--- config.mk ---
export PLATFORM = sky130hd
export DESIGN_NAME = fpu_issue_guard
export DESIGN_NICKNAME = d
export VERILOG_FILES = /design/src/rtl/fpu_issue_pkg.sv /design/src/rtl/unit_pace.sv /design/src/rtl/wb_slot_table.sv /design/src/rtl/fpu_issue_guard.sv
export SDC_FILE = /design/constraint.sdc
export NUM_CORES = 1
export LEC_CHECK = 0
export BUFFER_PORTS_ARGS = -buffer_cell sky130_fd_sc_hd__buf_2
export CAP_MARGIN = 25
export CORE_UTILIZATION = 50
export CTS_CLUSTER_DIAMETER = 60
export DETAILED_ROUTE_END_ITERATION = 8
export PLACE_DENSITY = 0.66
export SETUP_SLACK_MARGIN = 0.2
export SYNTH_ARGS = -nofsm -noshare
export SYNTH_HDL_FRONTEND = slang
export SYNTH_HIERARCHICAL = 1
export SYNTH_SLANG_ARGS = --single-unit
export TNS_END_PERCENT = 20
--- constraint.sdc ---
create_clock -name clk -period 4.4 [get_ports clk]
set_input_delay 0.44 -clock clk [delete_from_list [all_inputs] [get_ports clk]]
set_output_delay 0.44 -clock clk [all_outputs]
set_load 0.02 [all_outputs]
--- src/rtl/fpu_issue_pkg.sv ---
package fpu_issue_pkg;

    localparam int REG_IDX_W = 5;
    localparam int TAG_W     = REG_IDX_W + 1;
    localparam int NUM_UNITS = 4;

    localparam int DEF_LAT_ALU  = 0;
    localparam int DEF_LAT_FADD = 1;
    localparam int DEF_LAT_MUL  = 4;
    localparam int DEF_LAT_DIV  = 18;

    localparam int DEF_II_ALU  = 1;
    localparam int DEF_II_FADD = 1;
    localparam int DEF_II_MUL  = 1;
    localparam int DEF_II_DIV  = 19;

    localparam int WHY_W    = 4;
    localparam int WHY_BUSY = 0;
    localparam int WHY_RAW  = 1;
    localparam int WHY_WAW  = 2;
    localparam int WHY_PORT = 3;

    typedef enum logic [1:0] {
        UNIT_ALU  = 2'd0,
        UNIT_FADD = 2'd1,
        UNIT_MUL  = 2'd2,
        UNIT_DIV  = 2'd3
    } unit_e;

    // Register file select in the top bit keeps r<n> and f<n> apart.
    typedef struct packed {
        logic                 fp;
        logic [REG_IDX_W-1:0] idx;
    } reg_tag_t;

    function automatic int max_of4(input int a, input int b, input int c, input int d);
        int m;
        m = a;
        if (b > m) m = b;
        if (c > m) m = c;
        if (d > m) m = d;
        return m;
    endfunction

endpackage

--- src/rtl/unit_pace.sv ---
module unit_pace #(
    parameter int II = 1
) (
    input  logic clk,
    input  logic rst_n,
    input  logic start,
    output logic busy
);
    localparam int          CW     = (II > 1) ? $clog2(II) : 1;
    localparam logic [CW-1:0] RELOAD = CW'(II - 1);

    typedef struct packed {
        logic [CW-1:0] cnt;
    } pace_t;

    pace_t st_d, st_q;

    always_comb begin
        st_d = st_q;
        if (start) begin
            st_d.cnt = RELOAD;
        end else if (st_q.cnt != '0) begin
            st_d.cnt = st_q.cnt - 1'b1;
        end
    end

    always_ff @(posedge clk or negedge rst_n) begin
        if (!rst_n) st_q <= '0;
        else        st_q <= st_d;
    end

    assign busy = (st_q.cnt != '0);

endmodule

--- src/rtl/wb_slot_table.sv ---
module wb_slot_table
    import fpu_issue_pkg::*;
#(
    parameter int TOP   = 19,
    parameter int LAT_W = 5
) (
    input  logic             clk,
    input  logic             rst_n,
    input  logic             push,
    input  logic [LAT_W-1:0] lat,
    input  logic             dst_en,
    input  reg_tag_t         dst_tag,
    input  logic             sa_en,
    input  reg_tag_t         sa_tag,
    input  logic             sb_en,
    input  reg_tag_t         sb_tag,
    output logic             raw_hit,
    output logic             waw_hit,
    output logic             port_hit
);
    // Slot k holds a write landing k cycles from now; slot 0 needs no storage
    // because nothing issued later can collide with or wait on it.
    typedef struct packed {
        logic     vld;
        reg_tag_t tag;
    } slot_t;

    typedef struct packed {
        slot_t [TOP:1] s;
    } tbl_t;

    tbl_t tb_d, tb_q;
    int   lat_i;

    assign lat_i = int'(lat);

    always_comb begin
        tb_d = tb_q;
        for (int k = 1; k < TOP; k++) begin
            tb_d.s[k] = tb_q.s[k+1];
        end
        tb_d.s[TOP] = '0;
        for (int k = 1; k <= TOP; k++) begin
            if (push && (lat_i == k)) begin
                tb_d.s[k].vld = 1'b1;
                tb_d.s[k].tag = dst_tag;
            end
        end
    end

    always_ff @(posedge clk or negedge rst_n) begin
        if (!rst_n) tb_q <= '0;
        else        tb_q <= tb_d;
    end

    always_comb begin
        raw_hit  = 1'b0;
        waw_hit  = 1'b0;
        port_hit = 1'b0;
        for (int k = 1; k <= TOP; k++) begin
            if (tb_q.s[k].vld) begin
                if (sa_en && (tb_q.s[k].tag == sa_tag)) raw_hit = 1'b1;
                if (sb_en && (tb_q.s[k].tag == sb_tag)) raw_hit = 1'b1;
                if (dst_en && (tb_q.s[k].tag == dst_tag) && (k >= lat_i + 2)) waw_hit = 1'b1;
                if (dst_en && (k == lat_i + 1)) port_hit = 1'b1;
            end
        end
    end

endmodule

--- src/rtl/fpu_issue_guard.sv ---
module fpu_issue_guard
    import fpu_issue_pkg::*;
#(
    parameter int LAT_ALU  = DEF_LAT_ALU,
    parameter int LAT_FADD = DEF_LAT_FADD,
    parameter int LAT_MUL  = DEF_LAT_MUL,
    parameter int LAT_DIV  = DEF_LAT_DIV,
    parameter int II_ALU   = DEF_II_ALU,
    parameter int II_FADD  = DEF_II_FADD,
    parameter int II_MUL   = DEF_II_MUL,
    parameter int II_DIV   = DEF_II_DIV
) (
    input  logic                 clk,
    input  logic                 rst_n,
    input  logic                 id_valid,
    input  logic [1:0]           id_unit,
    input  logic                 id_dst_en,
    input  logic                 id_dst_fp,
    input  logic [REG_IDX_W-1:0] id_dst_idx,
    input  logic                 id_sa_en,
    input  logic                 id_sa_fp,
    input  logic [REG_IDX_W-1:0] id_sa_idx,
    input  logic                 id_sb_en,
    input  logic                 id_sb_fp,
    input  logic [REG_IDX_W-1:0] id_sb_idx,
    output logic                 stall,
    output logic                 issue,
    output logic [WHY_W-1:0]     stall_why
);
    localparam int MAX_LAT = max_of4(LAT_ALU, LAT_FADD, LAT_MUL, LAT_DIV);
    localparam int TOP     = MAX_LAT + 1;
    localparam int LAT_W   = $clog2(TOP + 1);
    localparam int II_TAB [NUM_UNITS] = '{II_ALU, II_FADD, II_MUL, II_DIV};

    unit_e              unit_sel;
    logic [LAT_W-1:0]   lat_sel;
    logic [NUM_UNITS-1:0] unit_busy;
    reg_tag_t           dst_tag, sa_tag, sb_tag;
    logic               raw_hit, waw_hit, port_hit;
    logic               push;

    assign unit_sel = unit_e'(id_unit);
    assign dst_tag  = '{fp: id_dst_fp, idx: id_dst_idx};
    assign sa_tag   = '{fp: id_sa_fp,  idx: id_sa_idx};
    assign sb_tag   = '{fp: id_sb_fp,  idx: id_sb_idx};

    always_comb begin
        unique case (unit_sel)
            UNIT_ALU:  lat_sel = LAT_W'(LAT_ALU);
            UNIT_FADD: lat_sel = LAT_W'(LAT_FADD);
            UNIT_MUL:  lat_sel = LAT_W'(LAT_MUL);
            default:   lat_sel = LAT_W'(LAT_DIV);
        endcase
    end

    for (genvar u = 0; u < NUM_UNITS; u++) begin : g_pace
        unit_pace #(.II(II_TAB[u])) u_pace (
            .clk   (clk),
            .rst_n (rst_n),
            .start (issue && (id_unit == u[1:0])),
            .busy  (unit_busy[u])
        );
    end

    wb_slot_table #(.TOP(TOP), .LAT_W(LAT_W)) u_tbl (
        .clk      (clk),
        .rst_n    (rst_n),
        .push     (push),
        .lat      (lat_sel),
        .dst_en   (id_dst_en),
        .dst_tag  (dst_tag),
        .sa_en    (id_sa_en),
        .sa_tag   (sa_tag),
        .sb_en    (id_sb_en),
        .sb_tag   (sb_tag),
        .raw_hit  (raw_hit),
        .waw_hit  (waw_hit),
        .port_hit (port_hit)
    );

    always_comb begin
        stall_why           = '0;
        stall_why[WHY_BUSY] = id_valid && unit_busy[id_unit];
        stall_why[WHY_RAW]  = id_valid && raw_hit;
        stall_why[WHY_WAW]  = id_valid && waw_hit;
        stall_why[WHY_PORT] = id_valid && port_hit;
    end

    assign stall = |stall_why;
    assign issue = id_valid && !stall;
    assign push  = issue && id_dst_en;

endmodule

==> out/summary.txt <==
Status -> complete, no violations
Period utilization -> 0.893
Initial antenna violation count -> 1
Die X -> 144 um
Vias in the first global route -> 7856
Share of cells above drive strength 1 -> 0.255
Inst Count DP -> 1253
Dpl cell area -> 10800 sq um
Layout Skew -> 11.0 ps
R2R cell count -> 15
CTS buffer count -> 17
Placement Setup Slack -> -109 ps
Sequential cell area -> 3450 sq um
Clock Path Buffers -> 2
Worst EP required -> 4710 ps
Worst Path Max Fanout -> 7
Slew headroom -> 0.389
Reg2reg setup slack -> 470 ps
Post-DP HPWL -> 19300 um
RSZ-0062 raised after global routing -> false
IO Pins -> 32
Largest net degree at the start of global routing -> 110
Skew-Pair Late Insertion Delay -> 430 ps
Leak pwr -> 5.11 nW
Tightest Pin Transition -> 908 ps
DR DRC count -> 0
CTS tree -> done
VDD IR-drop max -> 0.232 mV
Finished Layout Cells -> 1286
DR WL/cell -> 22.9 um
Port Buffers -> 31
Drt initial violations -> 690
Crit path DAT -> 4240 ps
Multi-input logic area -> 6260 sq um
ANT nets after route -> 0
Die area -> 20900 sq um
DR vias -> 7644
Slew Limit Fails -> 0
Chip Height -> 144 um
CP Capture Type -> flip-flop
Area growth, synth to finish -> 12.5%
R2r startpoint -> u_tbl/tb_q[84]
Root Buffer -> clkbuf_16
Synthesized area -> 10100 sq um
DRT Pass-1 Iters -> 5
Final hold viol count -> 0
# fillers -> 1710
Final net count -> 1040
Initial Util -> 0.516
Setup CP Type -> flip-flop to flip-flop
CP Launch Type -> flip-flop
Minimum clock period -> 3930 ps
Max Fclk -> 254 MHz
Global Route Usage Sum -> 0.304
Hold Crit Class -> input pin to asynchronous set/reset pin
Pwr Density -> 284 nW/um^2
Worst setup margin -> 469 ps
Std cell rows -> 51
H-tree levels -> 4
GPL Wtd Cong -> 0.983
Reg clk slew, reported paths -> 60 ps
Grt total ovfl -> 0
Synth Warn # -> 6
Synthesized area per cell -> 10.5 sq um
Synth Instances -> 965
Reg2reg end -> u_tbl/tb_q[47]
Max cap viols -> 0
Setup-failing EPs final -> 0
Core box area -> 19700 sq um
Antenna cells -> 0
DR vias/cell -> 5.94
Routed WL -> 29500 um
First-pass GRT wire length -> 46400 um
CTS Sinks -> 138
Worst Setup SP -> u_tbl/tb_q[84]
Final instance area -> 11400 sq um
through the flow:
step	setup TNS (ps)	hold WS, ps	util	power [mW]
after floorplan	0	144	-	1.81
after global placement	-569	505	0.552	1.98
after detailed placement	-2600	504	0.552	2.00
after CTS	0	210	0.577	3.25
after global routing	0	417	0.581	3.38
final	0	420	0.581	3.24
worst max-delay path, stage by stage, from the launching register on:
cell,delay (ps)
dfrtp_1,430
xnor2_1,150
nand4_1,110
nor4_1,60
o21ai_0,280
buf_4,180
nand4_1,140
nor4_1,390
nand4_1,190
or4b_1,580
nor3b_2,230
nor2b_2,210
nand3_2,120
nor3_4,240
buf_12,150
mux2_2,330
repair_timing:
action,in CTS,in global routing
buffers inserted,0,0
gates resized for setup,0,11
hold endpoints to repair,0,17
hold buffers,0,1
setup endpoints to repair,0,54
per-layer routing:
layer | vias up | track usage | wire length (um)
met4 | 2 | 0.130 | 1030
met1 | 3903 | 0.401 | 13000
li1 | 3405 | - | -
met5 | - | 0 | 9
met2 | 258 | 0.482 | 13900
met3 | 76 | 0.0636 | 1600
worst max path at each step:
| stage | cells past startpoint | endpoint |
|---|---|---|
| 2_1_floorplan | 18 | u_tbl/tb_q[42] |
| 6_report | 15 | u_tbl/tb_q[47] |
| 3_5_place_dp | 17 | u_tbl/tb_q[12] |
| 5_1_grt | 15 | u_tbl/tb_q[44] |
| 4_1_cts | 18 | u_tbl/tb_q[10] |
| 3_3_place_gp | 16 | u_tbl/tb_q[45] |
registers in the layout, indices dropped and copies added (netlist names):
signal / count
u_tbl/tb_q: 133
g_pace.u_pace/st_q: 5
power breakdown:
| part | switching, mW | internal, mW | leakage [nW] | total, mW |
|---|---|---|---|---|
| Sequential | 0.0633 | 1.32 | 1.91 | 1.38 |
| Clock | 0.536 | 0.723 | 0.253 | 1.26 |
| Combinational | 0.341 | 0.264 | 2.94 | 0.605 |
| Total | 0.940 | 2.30 | 5.11 | 3.24 |
layout make-up:
class,instances,share of cell area
clock inverters,9,0.00449
flip-flops and latches,138,0.303
inverters,8,0.00296
clock buffers,22,0.0398
well taps,265,0.0290
multi-input cells,758,0.549
repair buffers,86,0.0724
cell usage in the layout (no fill, tap or decap), types with 11 or more instances in the layout:
cell	n
nor4_1	47
o21ai_0	28
nand2b_1	13
buf_12	18
xor2_1	158
nand3_1	11
nand2_1	19
clkbuf_16	17
nand4_1	66
buf_4	35
nor2_1	14
dfrtp_1	138
buf_2	28
mux2_2	111
xnor2_1	186
(Power assumes the default switching activity.)
